File: src/rtl/nand_erase_seq.sv
module nand_erase_seq #(
  parameter int BLK_W      = 16,
  parameter int POLL_LIMIT = 1000,
  parameter int CNT_W      = $clog2(POLL_LIMIT + 1)
) (
  input  logic             clk,
  input  logic             rst_n,
  input  logic             start,
  input  logic [BLK_W-1:0] first_blk,
  input  logic [BLK_W-1:0] last_blk,
  input  logic [BLK_W-1:0] num_blocks,
  input  logic [4:0]       ppb_log2,
  input  logic             large_page,
  input  logic [2:0]       addr_cycles,
  output logic             busy,
  output logic             done,
  output logic [1:0]       result,
  output logic             erased_valid,
  output logic [BLK_W-1:0] erased_blk,
  output logic [1:0]       bus_op,
  output logic [7:0]       bus_data,
  input  logic [7:0]       bus_rdata
);
  localparam logic [7:0] OPC_SETUP   = 8'h60;
  localparam logic [7:0] OPC_CONFIRM = 8'hD0;
  localparam logic [7:0] OPC_STATUS  = 8'h70;
  localparam int         RDY_BIT     = 6;
  localparam int         FAIL_BIT    = 0;
  localparam int         ROW_W       = 32;

  typedef enum logic [3:0] {
    S_IDLE, S_SETUP, S_ADDR, S_CONFIRM, S_PCMD, S_PRD, S_SCMD, S_SRD
  } state_t;

  state_t           state;
  logic [BLK_W-1:0] blk, last_r;
  logic [4:0]       ppb_r;
  logic             large_r;
  logic [2:0]       cyc_r;
  logic [1:0]       idx;
  logic [CNT_W-1:0] polls;
  logic [2:0]       nbytes;
  logic [ROW_W-1:0] row, row_sh;
  logic             bad_args;

  assign bad_args = first_blk[BLK_W-1] || (last_blk >= num_blocks) || (first_blk > last_blk);

  assign nbytes = large_r ? ((cyc_r >= 3'd5) ? 3'd3 : 3'd2)
                          : ((cyc_r >= 3'd5) ? 3'd4 : (cyc_r >= 3'd4) ? 3'd3 : 3'd2);

  assign row    = ROW_W'(blk) << ppb_r;
  assign row_sh = row >> {idx, 3'b000};

  assign busy = (state != S_IDLE);

  always_comb begin
    bus_op   = 2'd0;
    bus_data = 8'h00;
    case (state)
      S_SETUP:         begin bus_op = 2'd1; bus_data = OPC_SETUP;   end
      S_ADDR:          begin bus_op = 2'd2; bus_data = row_sh[7:0]; end
      S_CONFIRM:       begin bus_op = 2'd1; bus_data = OPC_CONFIRM; end
      S_PCMD, S_SCMD:  begin bus_op = 2'd1; bus_data = OPC_STATUS;  end
      S_PRD, S_SRD:    bus_op = 2'd3;
      default:         ;
    endcase
  end

  always_ff @(posedge clk) begin
    if (!rst_n) begin
      state        <= S_IDLE;
      blk          <= '0;
      last_r       <= '0;
      ppb_r        <= '0;
      large_r      <= 1'b0;
      cyc_r        <= '0;
      idx          <= '0;
      polls        <= '0;
      done         <= 1'b0;
      result       <= 2'd0;
      erased_valid <= 1'b0;
      erased_blk   <= '0;
    end else begin
      done         <= 1'b0;
      erased_valid <= 1'b0;
      case (state)
        S_IDLE: if (start) begin
          if (bad_args) begin
            done   <= 1'b1;
            result <= 2'd3;
          end else begin
            blk     <= first_blk;
            last_r  <= last_blk;
            ppb_r   <= ppb_log2;
            large_r <= large_page;
            cyc_r   <= addr_cycles;
            state   <= S_SETUP;
          end
        end
        S_SETUP: begin
          idx   <= '0;
          state <= S_ADDR;
        end
        S_ADDR: begin
          if ({1'b0, idx} == nbytes - 3'd1) state <= S_CONFIRM;
          else idx <= idx + 2'd1;
        end
        S_CONFIRM: begin
          polls <= '0;
          state <= S_PCMD;
        end
        S_PCMD: state <= S_PRD;
        S_PRD: begin
          if (bus_rdata[RDY_BIT]) state <= S_SCMD;
          else if (polls == CNT_W'(POLL_LIMIT - 1)) begin
            done   <= 1'b1;
            result <= 2'd1;
            state  <= S_IDLE;
          end else begin
            polls <= polls + 1'b1;
            state <= S_PCMD;
          end
        end
        S_SCMD: state <= S_SRD;
        S_SRD: begin
          if (bus_rdata[FAIL_BIT]) begin
            done   <= 1'b1;
            result <= 2'd2;
            state  <= S_IDLE;
          end else begin
            erased_valid <= 1'b1;
            erased_blk   <= blk;
            if (blk == last_r) begin
              done   <= 1'b1;
              result <= 2'd0;
              state  <= S_IDLE;
            end else begin
              blk   <= blk + 1'b1;
              state <= S_SETUP;
            end
          end
        end
        default: state <= S_IDLE;
      endcase
    end
  end
endmodule


File: config.mk
export PLATFORM = sky130hd
export DESIGN_NAME = nand_erase_seq
export DESIGN_NICKNAME = d
export VERILOG_FILES = /design/src/rtl/nand_erase_seq.sv
export SDC_FILE = /design/constraint.sdc
export NUM_CORES = 1
export LEC_CHECK = 0
export ABC_AREA = 1
export CAP_MARGIN = 20
export CORE_AREA = 2 2 104 106
export CTS_CLUSTER_SIZE = 24
export DETAILED_ROUTE_END_ITERATION = 6
export DIE_AREA = 0 0 106 108
export PLACE_DENSITY_LB_ADDON = 0.3
export SLEW_MARGIN = 20
export SYNTH_ARGS = -nofsm -noshare
export SYNTH_HDL_FRONTEND = slang
export SYNTH_SLANG_ARGS = --single-unit
File: constraint.sdc
create_clock -name clk -period 2.4 [get_ports clk]
set_input_delay 0.36 -clock clk [delete_from_list [all_inputs] [get_ports clk]]
set_output_delay 0.36 -clock clk [all_outputs]
set_load 0.02 [all_outputs]
==> impl_metrics.env <==
export IMPL_met3_usage_pct=3.38
export IMPL_cts_tree="done"
export IMPL_setup_viol=0
export IMPL_hold_buffers=0
export IMPL_reg2reg_depth=12
export IMPL_cts_buffer_depth=2
export IMPL_clock_sinks=76
export IMPL_setup_tns_ps=0
export IMPL_p_leak_nw=3.38
export IMPL_wl_per_cell_um=13.2
export IMPL_ant_nets=0
export IMPL_final_nets=1117
export IMPL_finalHoldWorstSlack_ps=480
export IMPL_routed_wl_um=15200
export IMPL_r2r_end="idx[1]$_SDFFE_PN0P_"
export IMPL_io_buffers=92
export IMPL_grt_busiest_layer="met2"
export IMPL_crit_type="register to output pin"
export IMPL_grt_use_met1_pct=36.6
export IMPL_die_height_um=108
export IMPL_synth_seq_cells=76
export IMPL_clock_skew_ps=13.4
export IMPL_vias=6069
export IMPL_placed_cell_area_sq_um=7130
export IMPL_ioPinCount=99
export IMPL_path_clk_slew_ps=80
export IMPL_min_to="last_r[7]$_SDFFE_PN0P_"
export IMPL_yosysUniqueCellTypes=47
export IMPL_drc_errors=2
export IMPL_firstDrtPassIters=7
export IMPL_grtUsageTotal_pct=27.1
export IMPL_max_slew_margin_rel_pct=66.7
export IMPL_antenna_cells=0
export IMPL_required_ps=2040
export IMPL_start_kind="register"
export IMPL_hold_viol=0
export IMPL_synth_edff_count=0
export IMPL_outcome="finished with violations"
export IMPL_worstHoldStart="last_r[7]$_SDFFE_PN0P_"
export IMPL_vdd_drop_max_uv=336
export IMPL_grt_first_pass_wirelength_um=25200
export IMPL_ys_flop_type="dfxtp_1"
export IMPL_r2r_slack_ps=220
export IMPL_drv_cap=0
export IMPL_rr_startpoint="cyc_r[2]$_SDFFE_PN0P_"
export IMPL_rsz0062_at_grt="yes"
export IMPL_maxSlewViolCount=0
export IMPL_viasPerCell=5.25
export IMPL_synthToLayoutAreaGrowth_pct=36.4
export IMPL_grt_max_degree=37
export IMPL_grt_pass1_vias=5477
export IMPL_cp_arrival_ps=2010
export IMPL_power_density_nw_per_um2=521
export IMPL_antenna_found_initial=0
export IMPL_die_area_sq_um=11400
export IMPL_avgSynthCellArea_sq_um=6.47
export IMPL_dp_cells=1137
export IMPL_final_cells=1155
export IMPL_ys_warnings_count=0
export IMPL_use_met2_pct=44.1
export IMPL_async_flop_share_pct=0
export IMPL_drive_above_1_share_pct=17.8
export IMPL_drtIter0Drc=439
export IMPL_grt_overflow_total=0
export IMPL_initial_core_util_pct=53.2
export IMPL_hold_depth=2
export IMPL_crit_fanout=15
export IMPL_clock_tree_root_cell="clkbuf_8"
export IMPL_h_tree_depth=3
export IMPL_critPathCaptureType="output pin"
export IMPL_core_rowCount=37
export IMPL_design_area_sq_um=7420
export IMPL_place_gp_congestion=0.986
export IMPL_synth_seq_area_share_pct=28.0
export IMPL_core_area_sq_um=10200
export IMPL_synthCells=841
export IMPL_hp_class="register to register"
export IMPL_violations="DRC"
export IMPL_cts_made_buffers=9
export IMPL_fmax_ghz=0.421
export IMPL_layout_min_cycle_time_ps=2370
export IMPL_clk_latency_ps=350
export IMPL_synth_net_count=944
export IMPL_period_share_pct=98.9
export IMPL_dieWidth_um=106
export IMPL_worst_pin_slew_ps=495
export IMPL_syn_area_sq_um=5440
export IMPL_hpwl_um=12100
## what timing repair did
item,in CTS,in global routing
setup endpoints to repair,8,34
resized for setup,51,35
setup buffers,1,1
pin swaps,1,4
## placed cells by master (no fill, tap or decap), types with 9 or more instances in the layout
master           instances
clkbuf_8                 9
dfxtp_1                 74
o21ai_0                 42
inv_1                   82
nand4_1                 12
a21oi_1                 77
nand2_1                236
xnor2_1                 18
nor2_1                  66
inv_2                   14
clkdlybuf4s50_1         84
o21ai_1                 22
ha_1                    35
nand3_1                 40
buf_4                  104
## sequential cells by signal, summed over array words and instances, names as in the netlist
signal / count
blk: 16
idx: 2
large_r: 1
cyc_r: 3
polls: 10
result: 2
ppb_r: 5
last_r: 16
state: 3
erased_blk: 16
erased_valid: 1
done: 1
## cell usage after synthesis (2+ instances only)
| cell | count | area, sq um |
|---|---|---|
| a211oi_1 | 3 | 22.5 |
| a21o_1 | 2 | 15.0 |
| a21oi_1 | 78 | 390 |
| a31oi_1 | 7 | 43.8 |
| buf_2 | 13 | 65.1 |
| buf_4 | 4 | 30.0 |
| buf_6 | 2 | 22.5 |
| clkbuf_1 | 14 | 52.6 |
| dfxtp_1 | 76 | 1520 |
| ha_1 | 35 | 438 |
| inv_1 | 83 | 312 |
| inv_2 | 13 | 48.8 |
| mux2i_1 | 4 | 40.0 |
| nand2_1 | 236 | 886 |
| nand2_2 | 6 | 37.5 |
| nand3_1 | 40 | 200 |
| nand3b_1 | 4 | 30.0 |
| nand4_1 | 12 | 75.1 |
| nor2_1 | 68 | 255 |
| nor2_2 | 4 | 25.0 |
| nor2_4 | 4 | 45.0 |
| nor3_1 | 9 | 45.0 |
| nor3_2 | 5 | 50.1 |
| nor4_1 | 3 | 18.8 |
| o21a_1 | 4 | 30.0 |
| o21ai_0 | 64 | 320 |
| o21ai_1 | 3 | 15.0 |
| o31ai_1 | 3 | 22.5 |
| xnor2_1 | 18 | 158 |
| xor2_1 | 7 | 61.3 |
## layer usage
| layer | vias to the layer above | wire [um] |
|---|---|---|
| met2 | 206 | 7000 |
| met5 | - | 0 |
| li1 | 3101 | - |
| met1 | 2724 | 7000 |
| met4 | 0 | 439 |
| met3 | 38 | 774 |
## report_power, final
part	internal, mW	leakage, nW	total, mW	switching [mW]
sequential	1.34	0.617	1.40	0.0586
combinational	0.633	2.66	1.38	0.746
clock	0.586	0.102	1.09	0.505
total	2.56	3.38	3.87	1.31
## final cells by class
type	count	area [sq um]
clock buffers	10	128
clock inverters	6	88.8
fillers	863	2810
inverters	96	360
multi-input cells	635	3440
flip-flops and latches	76	1530
well taps	136	170
repair buffers	196	1710
## how the worst max path moves through the flow
stage	from	end
detailed placement	last_blk[11]	blk[15]$_SDFFE_PN0P_
global placement	last_blk[11]	blk[9]$_SDFFE_PN0P_
CTS	ppb_r[0]$_SDFFE_PN0P_	bus_data[4]
global route	ppb_r[0]$_SDFFE_PN0P_	bus_data[4]
finish	ppb_r[0]$_SDFFE_PN0P_	bus_data[4]
floorplan	state[1]$_SDFFE_PN0P_	bus_data[1]
## through the flow
step,power [mW],util [%],setup slack (ps)
global route,4.07,72.5,-52.1
CTS,3.83,72.0,6.34
finish,3.87,72.5,27.2
global placement,2.71,69.7,-156
floorplan,2.14,-,300
detailed placement,2.74,69.7,-230
## logic make-up (layout without fill, tap and decap cells)
kind of cell               after synthesis  count (layout)  share of synthesized area [%]
muxes                                    4               4                          0.736
and+or+nand+nor                        397             397                           32.1
AOI/OAI and AO/OA                      174             174                           17.3
adders and majority gates               35              35                           8.05
xor gates and xnor gates                25              25                           4.02
DFF                                     76              76                           28.0
buffers and inverters                  130             308                           9.84
## worst max-delay path, stage by stage, from the launching register on
cell,delay [ps]
dfxtp_4,370
buf_8,140
o21ai_1,310
nand2_1,80
o21ai_0,160
nand2_1,90
nand3_1,80
o311ai_1,110
nand2_1,90
nand3_1,70
clkbuf_2,160
(Power assumes the default switching activity.)
